[config.mk]
export PLATFORM = sky130hd
export DESIGN_NAME = aes_dkey_pregen
export DESIGN_NICKNAME = d
export VERILOG_FILES = /design/src/rtl/aes_dkp_pkg.sv /design/src/rtl/aes_dkp_sbox.sv /design/src/rtl/aes_dkp_round.sv /design/src/rtl/aes_dkp_seq.sv /design/src/rtl/aes_dkey_pregen.sv
export SDC_FILE = /design/constraint.sdc
export NUM_CORES = 2
export LEC_CHECK = 0
export BUFFER_PORTS_ARGS = -buffer_cell sky130_fd_sc_hd__buf_2
export CAP_MARGIN = 20
export CORE_ASPECT_RATIO = 1.25
export CORE_MARGIN = 2
export CORE_UTILIZATION = 65
export DETAILED_ROUTE_END_ITERATION = 16
export PLACE_DENSITY = 0.81
export SETUP_SLACK_MARGIN = 0.1
export SLEW_MARGIN = 5
export SYNTH_ARGS = -nofsm -noshare
export SYNTH_HDL_FRONTEND = slang
export SYNTH_HIERARCHICAL = 1
export SYNTH_SLANG_ARGS = --single-unit
[constraint.sdc]
create_clock -name clk -period 34.2 [get_ports clk]
set_input_delay 3.42 -clock clk [delete_from_list [all_inputs] [get_ports clk]]
set_output_delay 3.42 -clock clk [all_outputs]
set_load 0.01 [all_outputs]
[src/rtl/aes_dkp_pkg.sv]
`timescale 1ns/1ps
// Package aes_dkp_pkg
// Shared GF(2^8) arithmetic for the key pre-generator. The S-box is
// computed (multiplicative inverse followed by the affine map) rather
// than stored, so no 256-entry table appears in the source.
package aes_dkp_pkg;

    localparam int unsigned KEY_BYTES = 16;
    localparam logic [1:0]  MODE_GEN  = 2'b10;
    localparam logic [1:0]  MODE_DEC  = 2'b11;

    // Multiply by x modulo the AES polynomial.
    function automatic logic [7:0] xtime(input logic [7:0] a);
        return {a[6:0], 1'b0} ^ (a[7] ? 8'h1b : 8'h00);
    endfunction

    // General field multiply, shift-and-add.
    function automatic logic [7:0] gf_mul(input logic [7:0] a, input logic [7:0] b);
        logic [7:0] acc;
        logic [7:0] sh;
        acc = 8'h00;
        sh  = a;
        for (int i = 0; i < 8; i++) begin
            if (b[i]) acc = acc ^ sh;
            sh = xtime(sh);
        end
        return acc;
    endfunction

    // Inverse as a^254 (maps 0 to 0 as AES requires).
    function automatic logic [7:0] gf_inv(input logic [7:0] a);
        logic [7:0] r;
        logic [7:0] e;
        r = 8'h01;
        e = 8'hfe;
        for (int i = 7; i >= 0; i--) begin
            r = gf_mul(r, r);
            if (e[i]) r = gf_mul(r, a);
        end
        return r;
    endfunction

    // Forward S-box value.
    function automatic logic [7:0] sbox_f(input logic [7:0] a);
        logic [7:0] b;
        b = gf_inv(a);
        return b ^ {b[6:0], b[7]} ^ {b[5:0], b[7:6]} ^ {b[4:0], b[7:5]}
                 ^ {b[3:0], b[7:4]} ^ 8'h63;
    endfunction

endpackage

[src/rtl/aes_dkp_sbox.sv]
`timescale 1ns/1ps
// Module aes_dkp_sbox
// One combinational forward S-box lane.
// Assumes: purely combinational use; latency is absorbed by the caller.
module aes_dkp_sbox
    import aes_dkp_pkg::*;
(
    input  logic [7:0] a_i,
    output logic [7:0] s_o
);

    // Substitute one byte.
    always_comb s_o = sbox_f(a_i);

endmodule

[src/rtl/aes_dkp_round.sv]
`timescale 1ns/1ps
// Module aes_dkp_round
// Computes the next AES-128 round key from the current one in a single
// combinational step: rotate and substitute the last word, add the round
// constant, then chain XORs across the four words.
// Assumes: word 0 occupies bits [127:96], byte 0 bits [127:120].
module aes_dkp_round #(
    parameter int unsigned KEY_W  = 128,
    parameter int unsigned WORD_W = 32
) (
    input  logic [KEY_W-1:0]  rk_i,
    input  logic [7:0]        rcon_i,
    output logic [KEY_W-1:0]  rk_o
);

    localparam int unsigned NWORDS = KEY_W / WORD_W;
    localparam int unsigned NLANES = WORD_W / 8;

    logic [WORD_W-1:0] last_w;
    logic [WORD_W-1:0] rot_w;
    logic [WORD_W-1:0] sub_w;
    logic [WORD_W-1:0] w_in  [NWORDS];
    logic [WORD_W-1:0] w_out [NWORDS];

    // Split the incoming key into words.
    always_comb begin
        for (int i = 0; i < NWORDS; i++) w_in[i] = rk_i[KEY_W-1-WORD_W*i -: WORD_W];
    end

    // Rotate the last word left by one byte.
    always_comb begin
        last_w = w_in[NWORDS-1];
        rot_w  = {last_w[WORD_W-9:0], last_w[WORD_W-1 -: 8]};
    end

    genvar g;
    generate
        for (g = 0; g < NLANES; g++) begin : g_lane
            aes_dkp_sbox u_sbox (
                .a_i (rot_w[8*g +: 8]),
                .s_o (sub_w[8*g +: 8])
            );
        end
    endgenerate

    // Chain the word XORs to form the next round key.
    always_comb begin
        w_out[0] = w_in[0] ^ sub_w ^ {rcon_i, {(WORD_W-8){1'b0}}};
        for (int i = 1; i < NWORDS; i++) w_out[i] = w_in[i] ^ w_out[i-1];
        for (int i = 0; i < NWORDS; i++) rk_o[KEY_W-1-WORD_W*i -: WORD_W] = w_out[i];
    end

endmodule

[src/rtl/aes_dkp_seq.sv]
`timescale 1ns/1ps
// Module aes_dkp_seq
// Generation sequencer. After start it holds busy for LATENCY cycles,
// enables one round per cycle during the first ROUNDS of them, steps the
// round constant, and pulses done in the last busy cycle.
// Assumes: start is only raised while busy is low; ROUNDS <= LATENCY.
module aes_dkp_seq
    import aes_dkp_pkg::*;
#(
    parameter int unsigned LATENCY = 53,
    parameter int unsigned ROUNDS  = 10
) (
    input  logic       clk,
    input  logic       rst_n,
    input  logic       start_i,
    output logic       busy_o,
    output logic       round_en_o,
    output logic       done_o,
    output logic [7:0] rcon_o
);

    localparam int unsigned CW = $clog2(LATENCY);

    logic [CW-1:0] cnt_q;
    logic          busy_q;
    logic [7:0]    rcon_q;

    // Decode the cycle count into round enable and completion.
    always_comb begin
        round_en_o = busy_q && (cnt_q < CW'(ROUNDS));
        done_o     = busy_q && (cnt_q == CW'(LATENCY-1));
        busy_o     = busy_q;
        rcon_o     = rcon_q;
    end

    // Count busy cycles and advance the round constant.
    always_ff @(posedge clk) begin
        if (!rst_n) begin
            busy_q <= 1'b0;
            cnt_q  <= '0;
            rcon_q <= 8'h01;
        end else if (start_i) begin
            busy_q <= 1'b1;
            cnt_q  <= '0;
            rcon_q <= 8'h01;
        end else if (busy_q) begin
            if (done_o) busy_q <= 1'b0;
            else        cnt_q  <= cnt_q + 1'b1;
            if (round_en_o) rcon_q <= xtime(rcon_q);
        end
    end

endmodule

[src/rtl/aes_dkey_pregen.sv]
`timescale 1ns/1ps
// Module aes_dkey_pregen
// Byte-wide register front end for AES-128 decryption key generation.
// Holds the mode field, the 128-bit key/round-key buffer, the key and
// read byte pointers and the status flags; the sequencer and round
// logic expand the buffer in place to the tenth round key.
// Assumes: one strobe event per cycle per port; mode writes take
// precedence over a same-cycle key write.
module aes_dkey_pregen
    import aes_dkp_pkg::*;
#(
    parameter int unsigned LATENCY = 53,
    parameter int unsigned ROUNDS  = 10
) (
    input  logic       clk,
    input  logic       rst_n,
    input  logic       mode_wr,
    input  logic [1:0] mode_wdata,
    output logic [1:0] mode,
    input  logic       key_wr,
    input  logic [7:0] key_wdata,
    input  logic       din_wr,
    input  logic       key_valid_set,
    input  logic       dout_rd,
    output logic [7:0] dout_rdata,
    output logic       busy,
    output logic       ready,
    output logic       key_written,
    output logic       out_read_done
);

    localparam int unsigned KEY_W = 8 * KEY_BYTES;
    localparam int unsigned IDX_W = $clog2(KEY_BYTES);
    localparam logic [IDX_W-1:0] LAST_IDX = IDX_W'(KEY_BYTES-1);

    logic [1:0]       mode_q;
    logic [IDX_W-1:0] kcnt_q;
    logic [IDX_W-1:0] rcnt_q;
    logic [KEY_W-1:0] rk_q;
    logic [KEY_W-1:0] rk_next;
    logic             kw_q;
    logic             ready_q;
    logic             rdone_q;
    logic             key_take;
    logic             key_last;
    logic             start;
    logic             rd_take;
    logic             round_en;
    logic             done;
    logic [7:0]       rcon;

    // Qualify incoming strobes.
    always_comb begin
        key_take = key_wr && !busy && !mode_wr;
        key_last = key_take && (kcnt_q == LAST_IDX);
        start    = key_last && (mode_q == MODE_GEN);
        rd_take  = dout_rd && !busy;
    end

    aes_dkp_seq #(.LATENCY(LATENCY), .ROUNDS(ROUNDS)) u_seq (
        .clk        (clk),
        .rst_n      (rst_n),
        .start_i    (start),
        .busy_o     (busy),
        .round_en_o (round_en),
        .done_o     (done),
        .rcon_o     (rcon)
    );

    aes_dkp_round #(.KEY_W(KEY_W), .WORD_W(32)) u_round (
        .rk_i   (rk_q),
        .rcon_i (rcon),
        .rk_o   (rk_next)
    );

    // Key buffer: byte loads from the port, in-place expansion when busy.
    always_ff @(posedge clk) begin
        if (!rst_n) begin
            rk_q <= '0;
        end else if (key_take) begin
            for (int b = 0; b < KEY_BYTES; b++)
                if (kcnt_q == IDX_W'(b)) rk_q[KEY_W-1-8*b -: 8] <= key_wdata;
        end else if (round_en) begin
            rk_q <= rk_next;
        end
    end

    // Mode field and key byte pointer.
    always_ff @(posedge clk) begin
        if (!rst_n) begin
            mode_q <= 2'b00;
            kcnt_q <= '0;
        end else if (mode_wr) begin
            mode_q <= mode_wdata;
            kcnt_q <= '0;
        end else if (key_take) begin
            kcnt_q <= kcnt_q + 1'b1;
        end
    end

    // Key-written flag: cleared by mode writes, set by a full load or by software in decrypt mode.
    always_ff @(posedge clk) begin
        if (!rst_n)                                      kw_q <= 1'b0;
        else if (mode_wr)                                kw_q <= 1'b0;
        else if (key_last)                               kw_q <= 1'b1;
        else if (key_valid_set && (mode_q == MODE_DEC))  kw_q <= 1'b1;
    end

    // Ready flag: set on completion, cleared by port traffic.
    always_ff @(posedge clk) begin
        if (!rst_n)                           ready_q <= 1'b0;
        else if (done)                        ready_q <= 1'b1;
        else if (dout_rd || key_wr || din_wr) ready_q <= 1'b0;
    end

    // Output read pointer and read-complete flag.
    always_ff @(posedge clk) begin
        if (!rst_n) begin
            rcnt_q  <= '0;
            rdone_q <= 1'b0;
        end else if (start) begin
            rcnt_q  <= '0;
            rdone_q <= 1'b0;
        end else if (rd_take) begin
            rcnt_q <= rcnt_q + 1'b1;
            if (rcnt_q == LAST_IDX) rdone_q <= 1'b1;
        end
    end

    // Present the addressed result byte.
    always_comb begin
        dout_rdata = 8'h00;
        for (int b = 0; b < KEY_BYTES; b++)
            if (rcnt_q == IDX_W'(b)) dout_rdata = rk_q[KEY_W-1-8*b -: 8];
    end

    // Drive status outputs.
    always_comb begin
        mode          = mode_q;
        ready         = ready_q;
        key_written   = kw_q;
        out_read_done = rdone_q;
    end

endmodule

==> impl_metrics.tcl <==
set metrics [dict create \
    final_nets 8058 \
    async_reset_ff_share_pct 0 \
    min_period_ns 28.92 \
    worst_path_max_delay_cell "xor2_1" \
    cts_sinks 156 \
    vias 63118 \
    io_buffers 30 \
    synth_top_area_share_pct 17.30 \
    post-cts-setup-buffers 0 \
    grt_pass1_vias 60151 \
    yosys-top-cells-area "xnor2_1 17%, xnor3_1 14%, xor2_1 6.7%" \
    dieArea_sq_um 109600 \
    fmax_mhz 34.57 \
    path_class "reg2reg" \
    final.period_utilization_pct 84.57 \
    clockRootBuffer "clkbuf_16" \
    final-hold-violation-count 0 \
    post-route-util_pct 65.86 \
    antenna_found_initial 2 \
    wire_per_inst_um 22.50 \
    start_kind "flip-flop" \
    path_clk_slew_ns 0.07 \
    grt_max_degree 85 \
    drtPass1Iterations 11 \
    routed_wl_um 212500 \
    viasPerCell 6.683 \
    area_delta_synth_final_pct 0.8604 \
    drv_cap 0 \
    worstPathRequired_ns 34.54 \
    maxSlewViolCount 0 \
    ys_seq_area_share_pct 4.493 \
    ant_nets 0 \
    maxSlewHeadroom_pct 24.71 \
    arrival_ns 29.26 \
    grt_pass1_wl_um 330400 \
    yosysMostFrequentCell "xnor2_1" \
    yosys_warnings 6 \
    seq_area_sq_um 3163 \
    cts_tree "done" \
    cts_buffers 17 \
    synth_common_cells "1373 x xnor2_1, 1207 x nand2_1, 642 x nor2_1" \
    p_leak_uw 0.02920 \
    yosys.cell_types.count 123 \
    total_power_uw 433.8 \
    min_path_type "reg2reg" \
    crit_path_max_fanout 62 \
    worst_pin_slew_ns 1.126 \
    dp_cells 9405 \
    multi_input_area_sq_um 62910 \
    die-height_um 369.6 \
    syn_area_sq_um 69520 \
    fin_skew_ns 0.01923 \
    crit_top_cell "xnor2_1" \
    dp.final_hpwl_um 152600 \
    clock_latency_ns 0.46 \
    die_width_um 296.5 \
    overflow 0 \
    route.detailed.drc 0 \
    setup_viol 0 \
    num_rows 134 \
    synth-main-ff-cell "dfxtp_1" \
    power.density_nw_per_um2 6.187 \
    holdBufCountCts 0 \
    htreeDepth 4 \
    syn_avg_cell_area_sq_um 8.263 \
    rsz0062_at_grt "no" \
    synthCells 8413 \
    initial_core_util_pct 65.29 \
    final-instance-count-excl-fill 9444 \
    dr.first_iter.drc_count 7232 \
    synth_fp_nets 8468 \
    io_pins 31 \
    core_sq_um 106500 \
    drive_gt1_share_pct 9.868 \
    timing.hold.ws_ns 0.5078 \
    tns_ns 0 \
    peakVddDrop_uv 37.94 \
    gp_congestion 1.002 \
    synth_edf_count 0 \
    grt_usage_pct 37.23 \
    setup.worst_path.end_class "flip-flop" \
    status "complete, no violations" \
    ys_seq_elements 156 \
    cts.repair.resized 0 \
    slowest_delay_ns 0.87 \
    diodes 0 \
    cts_buffer_depth 2 \
    yosysTopAreaCell "xnor2_1" \
    fill_cells 8933 \
]
-- kinds of logic after synthesis --
group | Yosys count | synth area share (%)
AND/OR/NAND/NOR | 2772 | 18.56
XOR/XNOR | 2708 | 48.97
AO/OA/AOI/OAI | 1723 | 18.18
buffers and inverters | 740 | 5.050
multiplexers | 276 | 4.061
flip-flops | 156 | 4.493
adder cells (fa/ha/maj) | 38 | 0.6840
-- power breakdown --
group | internal (uW) | total [uW] | switching (uW)
Combinational | 17.6 | 53.7 | 36.1
Sequential | 183 | 185 | 1.91
Clock | 108 | 195 | 86.9
Total | 309 | 434 | 125
-- sequential cells by signal (all words and copies together), names as in the netlist --
register       flops
rcnt_q             4
kcnt_q             4
rk_q             128
u_seq/cnt_q        6
u_seq/rcon_o       8
key_written        1
ready              1
u_seq/busy_o       1
out_read_done      1
mode               2
-- worst max-delay path: cells and delay by family, from the launching register on --
family	cells	cell delay, ns
AOI/OAI and AO/OA	13	3.12
xor gates and xnor gates	43	15.71
adders and majority gates	6	2.57
buffers and inverters	9	3.45
DFF	1	0.58
and+or+nand+nor	15	3.23
-- path summary, 6_finish.rpt --
| kind | cells past startpoint | slack (ns) | startpoint | to |
|---|---|---|---|---|
| worst max-delay path | 86 | 5.28 | rk_q[21] | rk_q[29] |
| worst min-delay path | 2 | 0.51 | u_seq/cnt_q[0] | u_seq/cnt_q[0] |
| worst max register to register | 86 | 5.28 | rk_q[21] | rk_q[29] |
| worst min register to register | 2 | 0.51 | u_seq/cnt_q[0] | u_seq/cnt_q[0] |
-- through the flow --
step,worst slack (ns),cell area (sq um)
2_1_floorplan,12.00,69520
3_3_place_gp,5.861,69450
3_5_place_dp,5.873,69490
4_1_cts,5.708,70060
5_1_grt,3.465,70110
6_report,5.277,70110
-- cell type report --
type                       count  area share, %
clock inverter                13         0.1999
tap                         1428          2.548
multi-input combinational   7517          89.73
timing repair buffer         154          1.551
clock buffer                  19         0.6174
sequential                   156          4.511
inverter                     157         0.8405
-- placed cells by master, fill, tap and decap left out, types with 137 or more instances in the layout --
cell,n
xnor2_1,1369
nand2_1,1207
nor2_1,642
xor2_1,529
xnor3_1,428
a21oi_1,376
o21ai_0,250
mux2i_1,240
xnor2_2,149
nand3_1,146
nor3_1,137
-- layer usage --
metal / vias to the layer above / global-route usage [%] / routed length (um)
met3: 802 / 5.628 / 19760
met1: 30198 / 47.68 / 83180
met5: - / 0 / 31
met4: 4 / 18.27 / 11120
li1: 28549 / - / -
met2: 3565 / 60.97 / 98380
Note: power is estimated with default switching activity, not from simulation.
